## config.mk

```make
export PLATFORM = sky130hd
export DESIGN_NAME = clip_hold_detector
export DESIGN_NICKNAME = d
export VERILOG_FILES = /design/src/rtl/clip_hold_pkg.sv /design/src/rtl/clip_hold_ctrl.sv /design/src/rtl/clip_hold_dp.sv /design/src/rtl/clip_hold_detector.sv
export SDC_FILE = /design/constraint.sdc
export NUM_CORES = 1
export LEC_CHECK = 0
export ABC_AREA = 0
export BUFFER_PORTS_ARGS = -buffer_cell sky130_fd_sc_hd__buf_4
export CAP_MARGIN = 20
export CORE_UTILIZATION = 48
export DETAILED_ROUTE_END_ITERATION = 8
export PLACE_DENSITY = 0.76
export SLEW_MARGIN = 20
export SYNTH_ARGS = -nofsm -noshare
export SYNTH_HDL_FRONTEND = slang
export SYNTH_SLANG_ARGS = --single-unit
```

## constraint.sdc

```tcl
create_clock -name clk -period 6.4 [get_ports clk]
set_clock_uncertainty 0.1 [all_clocks]
set_input_delay 1.92 -clock clk [delete_from_list [all_inputs] [get_ports clk]]
set_output_delay 1.92 -clock clk [all_outputs]
set_load 0.005 [all_outputs]
```

## src/rtl/clip_hold_pkg.sv

```systemverilog
package clip_hold_pkg;

  // rate selection as seen on the rateMode port
  typedef enum logic [1:0] {
    RATE_SINGLE   = 2'd0,
    RATE_DUAL     = 2'd1,
    RATE_QUAD     = 2'd2,
    RATE_QUAD_ALT = 2'd3
  } rateSel_t;

  // per-channel command from control to datapath
  typedef struct packed {
    logic load;   // reload the hold length
    logic step;   // count one elapsed sample period
  } chanCmd_t;

  // hold length in single rate is HOLD_SCALE << BASE_SHIFT
  localparam int BASE_SHIFT = 7;

endpackage

```

## src/rtl/clip_hold_ctrl.sv

```systemverilog
module clip_hold_ctrl
  import clip_hold_pkg::*;
#(
  parameter int NUM_CH     = 2,
  parameter int HOLD_SCALE = 256,
  parameter int CNT_W      = 18
) (
  input  logic                       sampleStb,
  input  logic [NUM_CH-1:0]          overVec,
  input  rateSel_t                   rateSel,
  input  logic                       dsdMode,
  input  logic [NUM_CH-1:0]          activeVec,
  output chanCmd_t [NUM_CH-1:0]      cmd,
  output logic                       clearAll,
  output logic [CNT_W-1:0]           holdLen
);

  localparam int HOLD_SINGLE = HOLD_SCALE << BASE_SHIFT;
  localparam int HOLD_DUAL   = HOLD_SCALE << (BASE_SHIFT + 1);
  localparam int HOLD_QUAD   = HOLD_SCALE << (BASE_SHIFT + 2);

  always_comb begin
    unique case (rateSel)
      RATE_SINGLE: holdLen = CNT_W'(HOLD_SINGLE);
      RATE_DUAL:   holdLen = CNT_W'(HOLD_DUAL);
      default:     holdLen = CNT_W'(HOLD_QUAD);
    endcase
  end

  assign clearAll = dsdMode;

  for (genvar ch = 0; ch < NUM_CH; ch++) begin : g_cmd
    logic accepted;
    assign accepted        = sampleStb & ~dsdMode;
    assign cmd[ch].load    = accepted & overVec[ch];
    assign cmd[ch].step    = accepted & ~overVec[ch] & activeVec[ch];
  end

endmodule

```

## src/rtl/clip_hold_dp.sv

```systemverilog
module clip_hold_dp
  import clip_hold_pkg::*;
#(
  parameter int NUM_CH = 2,
  parameter int CNT_W  = 18
) (
  input  logic                  clk,
  input  logic                  rstN,
  input  chanCmd_t [NUM_CH-1:0] cmd,
  input  logic                  clearAll,
  input  logic [CNT_W-1:0]      holdLen,
  output logic [NUM_CH-1:0]     activeVec
);

  for (genvar ch = 0; ch < NUM_CH; ch++) begin : g_chan
    logic [CNT_W-1:0] remain;

    always_ff @(posedge clk or negedge rstN) begin
      if (!rstN) begin
        remain <= '0;
      end else if (clearAll) begin
        remain <= '0;
      end else if (cmd[ch].load) begin
        remain <= holdLen;
      end else if (cmd[ch].step && (remain != '0)) begin
        remain <= remain - CNT_W'(1);
      end
    end

    assign activeVec[ch] = (remain != '0);
  end

endmodule

```

## src/rtl/clip_hold_detector.sv

```systemverilog
module clip_hold_detector
  import clip_hold_pkg::*;
#(
  parameter int HOLD_SCALE = 256
) (
  input  logic       clk,
  input  logic       rstN,
  input  logic       sampleStb,
  input  logic       overLeft,
  input  logic       overRight,
  input  logic [1:0] rateMode,
  input  logic       dsdMode,
  output logic       clipLeft,
  output logic       clipRight
);

  localparam int NUM_CH = 2;
  localparam int CNT_W  = $clog2((HOLD_SCALE << (BASE_SHIFT + 2)) + 1);

  chanCmd_t [NUM_CH-1:0] cmd;
  logic                  clearAll;
  logic [CNT_W-1:0]      holdLen;
  logic [NUM_CH-1:0]     activeVec;

  clip_hold_ctrl #(
    .NUM_CH    (NUM_CH),
    .HOLD_SCALE(HOLD_SCALE),
    .CNT_W     (CNT_W)
  ) u_ctrl (
    .sampleStb(sampleStb),
    .overVec  ({overRight, overLeft}),
    .rateSel  (rateSel_t'(rateMode)),
    .dsdMode  (dsdMode),
    .activeVec(activeVec),
    .cmd      (cmd),
    .clearAll (clearAll),
    .holdLen  (holdLen)
  );

  clip_hold_dp #(
    .NUM_CH(NUM_CH),
    .CNT_W (CNT_W)
  ) u_dp (
    .clk      (clk),
    .rstN     (rstN),
    .cmd      (cmd),
    .clearAll (clearAll),
    .holdLen  (holdLen),
    .activeVec(activeVec)
  );

  assign clipLeft  = activeVec[0];
  assign clipRight = activeVec[1];

endmodule

```

==> impl_results.md <==
* Outcome: completed
* Min-Delay Path Class: reg -> reg
* Finished Layout Cells at 305
* Ant diodes at 0
* Worst-Skew Late Latency at 0.29 ns
* Power share of the combinational group at 0.558
* Final setup margin at 2.303 ns
* Final worst path period share at 0.6402
* Initial core utilization at 0.5060
* Placed Cells at 297
* Initial antenna violation count at 0
* Number of port buffers at 9
* CTS tree: done
* Drt via density at 6.197
* Core area at 0.004414 sq mm
* First-pass GRT wire length at 8307 um
* Yosys warns at 0
* Total power at 1.324 mW
* Mapped cell area at 0.002233 sq mm
* Post-place setup slack at 2.584 ns
* Yosys reg bits at 36
* Critical path class: reg -> out
* Setup_tns at 0 ns
* Setup crit end kind: primary output
* Clock Tree Buf Depth at 2
* Drt pass-1 iters at 4
* Vias at 1,890
* # clock sinks at 36
* Synth Net Count at 256
* Full die area at 0.004929 sq mm
* Total track usage at 0.2112
* Register area share after synthesis at 0.4034
* Largest regs: u_dp.g_chan.remain (36)
* Synth cell types at 59
* Switching share of power at 0.4554
* CTS buffer count at 5
* Die height at 70.21 um
* Worst-path maximum fanout at 7
* CP arrival at 2.08 ns
* Io pins at 10
* Largest net degree at the start of global routing at 37
* F_max at 244.1 MHz
* Synth async-reset ratio at 1.000
* Seq pwr share at 0.274
* Cells after Synth at 246
* Max_slew headroom at 0.4384
* PwrDens at 546.3 mW/mm^2
* DRC Markers at 0
* Ys flop type: dfrtp_1
* Layout cells sized above 1 at 0.1542
* GRT Residual Overflow at 0
* Drt initial violations at 158
* Final net count at 262
* Die X at 70.21 um
* Final wirelength at 4845 um
* Post-route ant nets at 0
* FF-to-FF path depth at 7
* Setup bufs post-CTS at 0
* LEAKAGE at 1.033 nW
* Crit path required time at 4.38 ns
* Row count at 24
* Least-Margin Pin Slew at 0.8424 ns
* Maxcap violations at 0
* Hold Slack at 0.4265 ns
* Routability cong. at 0.8299
* Hpwl dp at 3363 um
* Clock transition at the registers of the reported paths at 0.07 ns
* CTS resizes at 0
* Vias in the first global route at 1,761
* Post-synth EDFFs at 0
* Largest register FFs at 36
* Final setup violation count at 0
* CTS H-tree depth at 2
* RSZ-0062 raised after global routing: false
* Internal power at 0.7210 mW
* Switching power total at 0.6030 mW
* Syn-to-layout area delta at 8.515%
* Hold Path Stages at 2
* Fin. Hold Viols at 0
* Largest Register: u_dp.g_chan.remain
* Slew Limit Fails at 0
* Syn Area/Cell at 9.079 sq um
* Crit start category: flip-flop
* Maximum VDD drop at 405.2 uV
* # hold bufs at CTS at 0
* Clock Power Share at 0.167
* Min Tclk post-route at 4.097 ns
* Drt wl/cell at 15.89 um
* Root Buffer: clkbuf_8
logic make-up after synthesis:
kind of cell             Yosys count  share of synthesized area
AND/OR/NAND/NOR                  110                     0.2891
AO/OA/AOI/OAI                     64                     0.1972
flip-flops                        36                     0.4034
buffers and inverters             22                    0.05098
XOR/XNOR                          11                    0.04314
adder cells (fa/ha/maj)            2                    0.01120
multiplexers                       1                   0.005042
cell type report:
cell class              count  area (sq um)
fillers                   405          1991
multi-input cells         188          1219
flip-flops and latches     36         900.9
clock buffers               7         96.34
repair buffers              9         67.56
well taps                  52         65.06
inverters                  12         45.04
clock inverters             1         30.03
Yosys cell counts, drive strengths merged (2+ instances only):
master	n	area [sq um]
o41ai	3	26.28
xnor2	6	52.55
inv	12	45.04
or4	8	63.81
nor2b	3	18.77
or3	8	51.30
or2	2	12.51
a211oi	4	30.03
a21oi	17	85.08
nor2	25	96.35
buf	7	53.80
o31a	2	17.52
o211ai	3	27.52
o31ai	6	45.04
clkbuf	3	15.02
o21ai	13	65.06
o21bai	2	18.77
a21o	2	22.52
nand3	8	40.04
a31o	2	17.52
nand4	2	18.77
xor2	5	43.79
ha	2	25.02
o22ai	3	18.77
nand2	17	63.81
nor3	8	45.04
dfrtp	36	900.9
nor4	13	117.6
nand2b	9	61.31
worst max-delay path, stage by stage (launching register included):
cell      delay, ns
dfrtp_1        0.41
inv_1          0.10
ha_1           0.16
or3b_1         0.46
nand2b_2       0.27
nor2_2         0.18
inv_2          0.07
buf_4          0.14
final timing paths:
kind                                     startpoint                        end  slack (ns)
max                        u_dp.g_chan[1].remain[0]                  clipRight        2.30
min                        u_dp.g_chan[0].remain[6]   u_dp.g_chan[0].remain[6]        0.43
max reg2reg                u_dp.g_chan[0].remain[0]   u_dp.g_chan[0].remain[2]        3.81
min reg2reg                u_dp.g_chan[0].remain[6]   u_dp.g_chan[0].remain[6]        0.43
max in group asynchronous                      rstN  u_dp.g_chan[0].remain[10]        4.39
min in group asynchronous                      rstN  u_dp.g_chan[1].remain[14]        1.47
power by group through the flow:
stage	Clock [mW]	Sequential (mW)	Combinational (mW)
floorplan	0	0.348	0.610
global placement	0	0.363	0.720
detailed placement	0	0.365	0.729
CTS	0.226	0.362	0.736
global route	0.233	0.373	0.824
finish	0.221	0.363	0.739
layout by cell type (no fill, tap or decap), types with 2 or more instances in the layout:
master,instances
a211oi_1,4
a21oi_1,17
a31o_2,2
buf_4,9
clkbuf_8,7
dfrtp_1,36
ha_1,2
inv_1,11
nand2_1,17
nand2b_1,7
nand2b_2,2
nand3_1,8
nor2_1,24
nor2b_1,3
nor3_1,7
nor4_1,10
nor4_4,2
o211ai_1,2
o21ai_0,11
o21ai_1,2
o22ai_1,3
o31a_1,2
o31ai_1,6
o41ai_1,3
or2_2,2
or3_1,7
or4_1,7
xnor2_1,6
xor2_1,5
layer usage:
metal / share of wire / vias to the layer above / GRT usage
li1: - / 919 / -
met1: 0.48 / 914 / 0.2832
met2: 0.48 / 51 / 0.3462
met5: 0 / - / 0
met3: 0.037 / 6 / 0.03896
met4: 0.0095 / 0 / 0.06667
through the flow:
step	area, sq um	utilization
floorplan	2233	-
global placement	2297	0.5204
detailed placement	2297	0.5204
CTS	2424	0.5490
global route	2424	0.5490
finish	2424	0.5490
Note: power is estimated with default switching activity, not from simulation.
